**config.mk**
```make
export PLATFORM = sky130hd
export DESIGN_NAME = lbl_color_seq
export DESIGN_NICKNAME = d
export VERILOG_FILES = /design/src/rtl/lbl_pkg.sv /design/src/rtl/lbl_strobe_sync.sv /design/src/rtl/lbl_cycle_ctr.sv /design/src/rtl/lbl_mode_map.sv /design/src/rtl/lbl_color_seq.sv
export SDC_FILE = /design/constraint.sdc
export NUM_CORES = 1
export LEC_CHECK = 0
export ABC_AREA = 1
export BUFFER_PORTS_ARGS = -buffer_cell sky130_fd_sc_hd__buf_4
export CAP_MARGIN = 40
export CORE_AREA = 10 10 47 49
export CTS_BUF_LIST = sky130_fd_sc_hd__clkbuf_8
export CTS_CLUSTER_DIAMETER = 50
export DETAILED_ROUTE_END_ITERATION = 8
export DIE_AREA = 0 0 57 59
export GPL_TIMING_DRIVEN = 0
export MAX_ROUTING_LAYER = met4
export SLEW_MARGIN = 20
export SYNTH_ARGS = -nofsm -noshare
export SYNTH_HDL_FRONTEND = slang
export SYNTH_SLANG_ARGS = --single-unit
```
**constraint.sdc**
```tcl
create_clock -name clk -period 1.1 [get_ports clk]
set_input_delay 0.11 -clock clk [delete_from_list [all_inputs] [get_ports clk]]
set_output_delay 0.11 -clock clk [all_outputs]
set_load 0.05 [all_outputs]
```
**src/rtl/lbl_pkg.sv**
```systemverilog
package lbl_pkg;
  localparam int NUM_COLORS = 3;
  localparam int IDX_W      = 2;
  typedef enum logic [IDX_W-1:0] {
    COL_RED = 2'b00,
    COL_GRN = 2'b01,
    COL_BLU = 2'b10,
    COL_RSV = 2'b11
  } color_e;
endpackage

```
**src/rtl/lbl_strobe_sync.sv**
```systemverilog
module lbl_strobe_sync #(
  parameter int STAGES = 2
) (
  input  logic clk,
  input  logic rst_n,
  input  logic pin_i,
  output logic level_o,
  output logic rise_o
);
  logic [STAGES-1:0] chain_q;
  logic              last_q;

  always_ff @(posedge clk or negedge rst_n) begin
    if (!rst_n) begin
      chain_q <= '0;
      last_q  <= 1'b0;
    end else begin
      chain_q <= {chain_q[STAGES-2:0], pin_i};
      last_q  <= chain_q[STAGES-1];
    end
  end

  assign level_o = chain_q[STAGES-1];
  assign rise_o  = chain_q[STAGES-1] & ~last_q;
endmodule

```
**src/rtl/lbl_cycle_ctr.sv**
```systemverilog
module lbl_cycle_ctr
  import lbl_pkg::*;
(
  input  logic             clk,
  input  logic             rst_n,
  input  logic             active_i,
  input  logic             step_i,
  output logic [IDX_W-1:0] pos_o
);
  localparam logic [IDX_W-1:0] LAST = IDX_W'(NUM_COLORS - 1);
  logic [IDX_W-1:0] pos_q;

  always_ff @(posedge clk or negedge rst_n) begin
    if (!rst_n)         pos_q <= '0;
    else if (!active_i) pos_q <= '0;
    else if (step_i)    pos_q <= (pos_q == LAST) ? '0 : pos_q + 1'b1;
  end

  assign pos_o = pos_q;
endmodule

```
**src/rtl/lbl_mode_map.sv**
```systemverilog
module lbl_mode_map
  import lbl_pkg::*;
(
  input  logic                  lbl_i,
  input  logic                  auto_i,
  input  logic [IDX_W-1:0]      man_sel_i,
  input  logic [IDX_W-1:0]      seq_pos_i,
  input  logic                  mono_i,
  input  logic [1:0]            chan_i,
  input  logic                  clamp_ctrl_i,
  input  logic                  cds_i,
  input  logic                  strb_i,
  input  logic [NUM_COLORS-1:0] pwr_dn_i,
  output logic                  mono_o,
  output logic [1:0]            chan_o,
  output logic [IDX_W-1:0]      idx_o,
  output logic                  cds_en_o,
  output logic                  clamp_en_o,
  output logic [NUM_COLORS-1:0] sh_en_o,
  output logic                  rsv_sel_o
);
  always_comb begin
    mono_o    = lbl_i ? 1'b1 : mono_i;
    chan_o    = lbl_i ? 2'b00 : chan_i;
    rsv_sel_o = 1'b0;
    if (!lbl_i)      idx_o = COL_RED;
    else if (auto_i) idx_o = seq_pos_i;
    else if (man_sel_i == COL_RSV) begin
      idx_o     = COL_RED;
      rsv_sel_o = 1'b1;
    end else         idx_o = man_sel_i;
    if (auto_i) begin
      cds_en_o   = 1'b0;
      clamp_en_o = clamp_ctrl_i;
    end else begin
      cds_en_o   = strb_i & cds_i;
      clamp_en_o = strb_i & ~cds_i;
    end
  end

  for (genvar c = 0; c < NUM_COLORS; c++) begin : g_pwr
    if (c == 0) begin : g_keep
      assign sh_en_o[c] = ~pwr_dn_i[c];
    end else begin : g_lbl_off
      assign sh_en_o[c] = ~pwr_dn_i[c] & ~lbl_i;
    end
  end
endmodule

```
**src/rtl/lbl_color_seq.sv**
```systemverilog
module lbl_color_seq
  import lbl_pkg::*;
#(
  parameter int SYNC_STAGES = 2
) (
  input  logic       clk,
  input  logic       rst_n,
  input  logic       lbl_en,
  input  logic       acyc_en,
  input  logic [1:0] man_sel,
  input  logic       mono_in,
  input  logic [1:0] chan_in,
  input  logic       clamp_ctrl,
  input  logic       cds_in,
  input  logic [2:0] pwr_dn,
  input  logic       strobe_pin,
  output logic       mono_eff,
  output logic [1:0] chan_eff,
  output logic [1:0] color_idx,
  output logic       cds_en,
  output logic       clamp_en,
  output logic [2:0] sh_en,
  output logic       cfg_invalid,
  output logic       cfg_err
);
  logic             auto_act;
  logic             strb_lvl, strb_rise, rsv_sel;
  logic [IDX_W-1:0] seq_pos;
  logic             invalid_q;

  assign auto_act = lbl_en & acyc_en;

  lbl_strobe_sync #(.STAGES(SYNC_STAGES)) u_sync (
    .clk(clk), .rst_n(rst_n), .pin_i(strobe_pin),
    .level_o(strb_lvl), .rise_o(strb_rise)
  );

  lbl_cycle_ctr u_ctr (
    .clk(clk), .rst_n(rst_n), .active_i(auto_act),
    .step_i(strb_rise), .pos_o(seq_pos)
  );

  lbl_mode_map u_map (
    .lbl_i(lbl_en), .auto_i(auto_act), .man_sel_i(man_sel),
    .seq_pos_i(seq_pos), .mono_i(mono_in), .chan_i(chan_in),
    .clamp_ctrl_i(clamp_ctrl), .cds_i(cds_in), .strb_i(strb_lvl),
    .pwr_dn_i(pwr_dn), .mono_o(mono_eff), .chan_o(chan_eff),
    .idx_o(color_idx), .cds_en_o(cds_en), .clamp_en_o(clamp_en),
    .sh_en_o(sh_en), .rsv_sel_o(rsv_sel)
  );

  always_ff @(posedge clk or negedge rst_n) begin
    if (!rst_n)       invalid_q <= 1'b0;
    else if (rsv_sel) invalid_q <= 1'b1;
  end

  assign cfg_invalid = invalid_q;
  assign cfg_err     = auto_act & cds_in;
endmodule

```
==> impl_metrics.ini, run 1 <==
[yosys]
synth_cell_types = 11
synth_seq_cells = 6
syn_area_um2 = 324
ys.flop_type = dfrtp_1
synth_common_cells = nand2_1, inv_1, nor2_1
synth.area.top_cells = dfrtp_1, nand2_1, inv_1, nor2_1, nand3_1
ys_warn_count = 0
synth_seq_area_share_pct = 46.3
synth_edf_count = 0
syn_nets = 62
synth_top_area_share_pct = 46.3
syn_area_per_cell_um2 = 6.89
async_flop_share_pct = 100
yosysMostFrequentCell = nand2_1
yosys.area.top_type = dfrtp_1
syn_inst = 47

[timing]
finalSetupViolCount = 0
fin_crit_sh_pct = 95.8
slew_headroom_pct = 90.8
fmax_mhz = 949
tightest_slew_ps = 137
finalHoldViolCount = 0
fin_tns_setup_ps = 0
rsz0062_at_grt = yes
fin_crit_ps = 1050
clock_skew_ps = 1.27
slew_viol_final = 0

[finish]
fin_area_um2 = 627
areaGrowthSynthToFinish_pct = 93.4
drive_gt1_share_pct = 43.0
finish.net_count = 96
num_antenna_cells = 0
fin_util_pct = 44.7

[worst_setup_path]
critPathMaxFanout = 3
end_kind = primary output
slowest_delay_ps = 380
start_kind = flip-flop
crit_chain = inv_2, nor3_4, buf_6
arrival_ps = 940
crit_family = flip-flops
required_ps = 990
crit_cells = 3
cpMaxStageDelayCell = dfrtp_1
r2r_cells = 4
rrSetupSlack_ps = 260
crit_type = reg2out
cp_num_buf_inv = 2

[global_route]
use_met1_pct = 6.55
grt_max_degree = 9
grt_first_pass_wirelength_um = 1670
grt_overflow_total = 0
grt_pass1_vias = 390
groute.usage.overall_pct = 6.27
busiest_layer = met2
use_met2_pct = 9.92
gr-usage-met3_pct = 2.15
grt_antenna_before_repair = 0

[detailed_routing]
firstDrtPassIters = 4
vias_per_cell = 3.94
drc = 0
drtIter0Drc = 6
dr_total_vias = 374
wl_um = 993
avgRoutedWirePerCell_um = 10.5
ant_nets = 0

[cts]
tritoncts = done
cts.path.max_buffers = 2
clk_pin_slew_ps = 30
cts_root_buffer = clkbuf_8
cts-htree-levels = 1
clk_latency_ps = 210
cts.sinks = 6
cts-buffers-inserted = 3

[placement]
placed_area_um2 = 551
hpwl_um = 858
gp_congestion = 0.634
port_buffers = 26

[worst_hold_path]
hold_depth = 3
hold_class = in2reg

[floorplan]
coreArea_mm2 = 0.00140
ioPinCount = 27
start_util_pct = 23.1
fp.dieW_um = 57
rows = 14
dieArea_mm2 = 0.00336
die_h_um = 59

[pwr]
power_density_mw_per_mm2 = 1220
p_leak_nw = 0.354
irDropWorstVdd_mv = 0.667

[outcome]
status = finished clean

[run]
drv_cap = 0
## timing repair
item	4_1_cts	5_1_grt
cloned	0	0
setup endpoints to repair	1	2
pin swaps	1	0
hold endpoints to repair	7	0
hold buffers	2	0
gates resized for setup	2	1
buffers inserted	1	0
## registers in the layout (all words and copies together) (netlist names)
signal and count:
cfg_invalid 1, u_ctr.pos_o 2, u_sync.chain_q 2, u_sync.last_q 1
## stage by stage
stage / setup slack, ps / power (W) / hold WS [ps] / instances
global placement: 143 / 0.000444 / -82.1 / 89
detailed placement: 134 / 0.000446 / -80.6 / 89
finish: 46.7 / 0.000766 / 168 / 95
global route: -5.21 / 0.000809 / 185 / 95
CTS: 32.1 / 0.000779 / 163 / 95
floorplan: 56.7 / 0.000356 / -186 / 47
## worst register-to-register path, delay by kind of cell, from the launching register on
| family | cells | cell delay, ps |
|---|---|---|
| flip-flops | 1 | 400 |
| AND/OR/NAND/NOR | 3 | 230 |
| buffers and inverters | 1 | 150 |
## where the power goes
part | internal [W] | switching, W | leakage, nW
clock | 0.000234 | 0.0000800 | 0.0216
combinational | 0.0000836 | 0.000132 | 0.261
sequential | 0.000231 | 0.00000558 | 0.0716
## routing by layer
layer	wire length [um]	share of wire, %
met1	387	39
met2	539	54
met3	66	6.6
met4	0	0
met5	0	0
## final cells by class
cell class,count,area [um2]
flip-flops and latches,6,150
multi-input cells,30,143
clock buffers,3,41.3
fillers,151,774
repair buffers,29,230
inverters,11,42.5
well taps,16,20.0
## final timing paths
check	startpoint	end
worst max-delay path	u_sync.chain_q[1]	cds_en
worst min-delay path	man_sel[1]	cfg_invalid
worst max register to register	u_sync.chain_q[1]	u_ctr.pos_o[0]
worst min register to register	u_sync.chain_q[0]	u_sync.chain_q[1]
max in group asynchronous	rst_n	u_sync.last_q
min in group asynchronous	rst_n	u_ctr.pos_o[0]
## cells in the final DEF (no fill, tap or decap)
cell type	count
dlygate4sd3_1	2
dfrtp_1	6
or2_1	1
inv_1	9
buf_4	25
o21ai_1	2
nand2_1	11
nand3_1	5
nand2_2	1
o21bai_1	1
clkbuf_8	3
inv_2	1
nor2_1	8
nor3_4	1
clkinv_2	1
buf_6	2
## cell families after synthesis
family / after synthesis / share of synthesized area (%)
compound gates: 3 / 5.41
flops: 6 / 46.3
buf+inv: 11 / 13.1
simple gates: 27 / 35.1
Power figures use the tool's default switching activity.
==> inputs of run 2 (changes only) <==
--- a/config.mk
+++ b/config.mk
@@ -5,7 +5,6 @@
 export SDC_FILE = /design/constraint.sdc
 export NUM_CORES = 1
 export LEC_CHECK = 0
-export ABC_AREA = 1
 export BUFFER_PORTS_ARGS = -buffer_cell sky130_fd_sc_hd__buf_4
 export CAP_MARGIN = 40
 export CORE_AREA = 10 10 47 49
@@ -14,6 +13,7 @@
 export DETAILED_ROUTE_END_ITERATION = 8
 export DIE_AREA = 0 0 57 59
 export GPL_TIMING_DRIVEN = 0
+export HOLD_SLACK_MARGIN = 0.15
 export MAX_ROUTING_LAYER = met4
 export SLEW_MARGIN = 20
 export SYNTH_ARGS = -nofsm -noshare
==> impl_metrics.ini, run 2 <==
[timing]
fin_hold_ws_ps = 175
finalHoldViolCount = 0
finalSetupViolCount = 0
slew_viol_final = 0
rsz0062_at_grt = yes
clock_skew_ps = 4.44
slew_headroom_pct = 79.6
tightest_slew_ps = 305
fmax_mhz = 910
fin_crit_sh_pct = 99.9
fin_ws_ps = 0.609
fin_crit_ps = 1100

[yosys]
synth_seq_cells = 6
synth_compound_area_share_pct = 11.4
synth_fa_ha_area_share_pct = 0
yosysMostFrequentCell = dfrtp_1
synth_top_area_share_pct = 47.2
yosys.area.top_type = dfrtp_1
synth_common_cells = dfrtp_1, nor2_1, nor2b_1
syn_nets = 50
synth_seq_area_share_pct = 47.2
syn_area_um2 = 318
yosys.area_share.simple_pct = 36.2
synth.area.mux_share_pct = 0
synth_cell_types = 19
syn_inst = 35
synth_xor_area_share_pct = 0
async_flop_share_pct = 100
ys_warn_count = 0
ys.flop_type = dfrtp_1
synth_top_family_by_area = simple AND/OR/NAND/NOR gates
synth_edf_count = 0
synth.area.top_cells = dfrtp_1, nor2b_1, nor2_1, and3_1, and4bb_2
syn_area_per_cell_um2 = 9.08

[placement]
hpwl_um = 833
placed_area_um2 = 531
pre_cts_ws_ps = 40.9
gp_congestion = 0.673
port_buffers = 25

[global_route]
grt_max_degree = 11
grt_antenna_before_repair = 0
groute.usage.overall_pct = 6.31
grt_pass1_vias = 376
grt_overflow_total = 0
grt_first_pass_wirelength_um = 1660

[finish]
fillCellCount = 151
multi_input_area_um2 = 165
regArea_um2 = 150
final_common_cell = buf_4
num_antenna_cells = 0
drive_gt1_share_pct = 57.6
fin_area_um2 = 627
layout_common_cells = buf_4, dfrtp_1, nor2_1, buf_6
fin_util_pct = 44.7
areaGrowthSynthToFinish_pct = 97.2
finish.net_count = 83

[detailed_routing]
firstDrtPassIters = 3
vias_per_cell = 4.45
ant_nets = 0
dr_total_vias = 365
wl_um = 1040
drc = 0
avgRoutedWirePerCell_um = 12.7
drtIter0Drc = 3

[pwr]
irDropWorstVdd_mv = 0.819
p_leak_nw = 0.313
power_density_mw_per_mm2 = 1240

[floorplan]
dieArea_mm2 = 0.00336
fp.dieW_um = 57
ioPinCount = 27
coreArea_mm2 = 0.00140
start_util_pct = 22.7
die_h_um = 59
rows = 14

[outcome]
status = finished clean

[worst_setup_path]
critPathMaxFanout = 3
end_kind = primary output
rrSetupSlack_ps = 40
crit_type = reg2out
arrival_ps = 990
start_kind = flip-flop
required_ps = 990

[cts]
cts-htree-levels = 1
cts.sinks = 6
cts_root_buffer = clkbuf_8
cts-buffers-inserted = 3
clk_latency_ps = 220
cts.path.max_buffers = 2
tritoncts = done
clk_pin_slew_ps = 40

[worst_hold_path]
hold_class = in2reg

[run]
drv_cap = 0
-- run 2: changes by cell type in the layout (fill, tap and decap cells not counted), moves of 2 or more --
cell     previous run  this run
nand2_1            11         3
inv_1               9         2
nand3_1             5         1
nor2_1              8         4
a21oi_2             0         2
and3_1              0         2
buf_4              25        23
buf_6               2         4
nor2b_1             0         2
nor2b_2             0         2
o21ai_1             2         0
-- run 2: timing repair --
| item | 4_1_cts | 5_1_grt |
|---|---|---|
| hold endpoints to repair | 7 | 0 |
| pin swaps | 1 | 2 |
| endpoints found under the setup margin | 2 | 6 |
| resized for setup | 4 | 2 |
| hold buffers | 2 | 0 |
| buffers inserted | 2 | 0 |
-- run 2: path summary, 6_finish.rpt --
check	end	depth (start not counted)	start
min	cfg_invalid	2	man_sel[1]
max in group asynchronous	u_sync.last_q	2	rst_n
max reg2reg	u_ctr.pos_o[0]	3	u_ctr.pos_o[0]
max	color_idx[1]	3	u_ctr.pos_o[1]
min in group asynchronous	cfg_invalid	2	rst_n
min reg2reg	u_sync.chain_q[1]	0	u_sync.chain_q[0]
-- run 2: layout make-up --
class | instances | area share [%]
inverters | 2 | 1.20
repair buffers | 29 | 37.9
multi-input cells | 25 | 26.3
clock buffers | 3 | 6.59
well taps | 16 | 3.19
flip-flops and latches | 6 | 24.0
plain buffers | 1 | 0.798
-- run 2: logic make-up after synthesis --
| kind of cell | after synthesis |
|---|---|
| flops | 6 |
| buf+inv | 4 |
| simple gates | 20 |
| compound gates | 5 |
-- run 2: layer usage --
layer / part of all wire, % / wire (um) / global-route usage, % / up-vias
met5: 0 / 0 / - / -
met2: 48 / 501 / 9.30 / 18
met4: 1.5 / 16 / 4.03 / 0
li1: - / - / - / 182
met1: 41 / 424 / 6.67 / 162
met3: 9.6 / 100 / 3.00 / 3
-- run 2: worst max-delay path: stages (launching register included) --
cell and delay, ps:
dfrtp_1 400, a21oi_2 170, nor2b_2 60, buf_6 150
-- run 2: where the power goes --
| group | switching (W) | internal (W) | total [W] | leakage (nW) |
|---|---|---|---|---|
| registers | 0.00000524 | 0.000231 | 0.000236 | 0.0716 |
| clock network | 0.0000902 | 0.000235 | 0.000325 | 0.0216 |
| logic | 0.000126 | 0.0000882 | 0.000214 | 0.219 |
-- run 2: per-stage QoR --
step	cells	power [W]	TNS, ps
final	82	0.000775	0
after global routing	82	0.000817	-84.2
after CTS	83	0.000781	0
after detailed placement	76	0.000440	0
after global placement	76	0.000438	0
after floorplan	35	0.000356	0
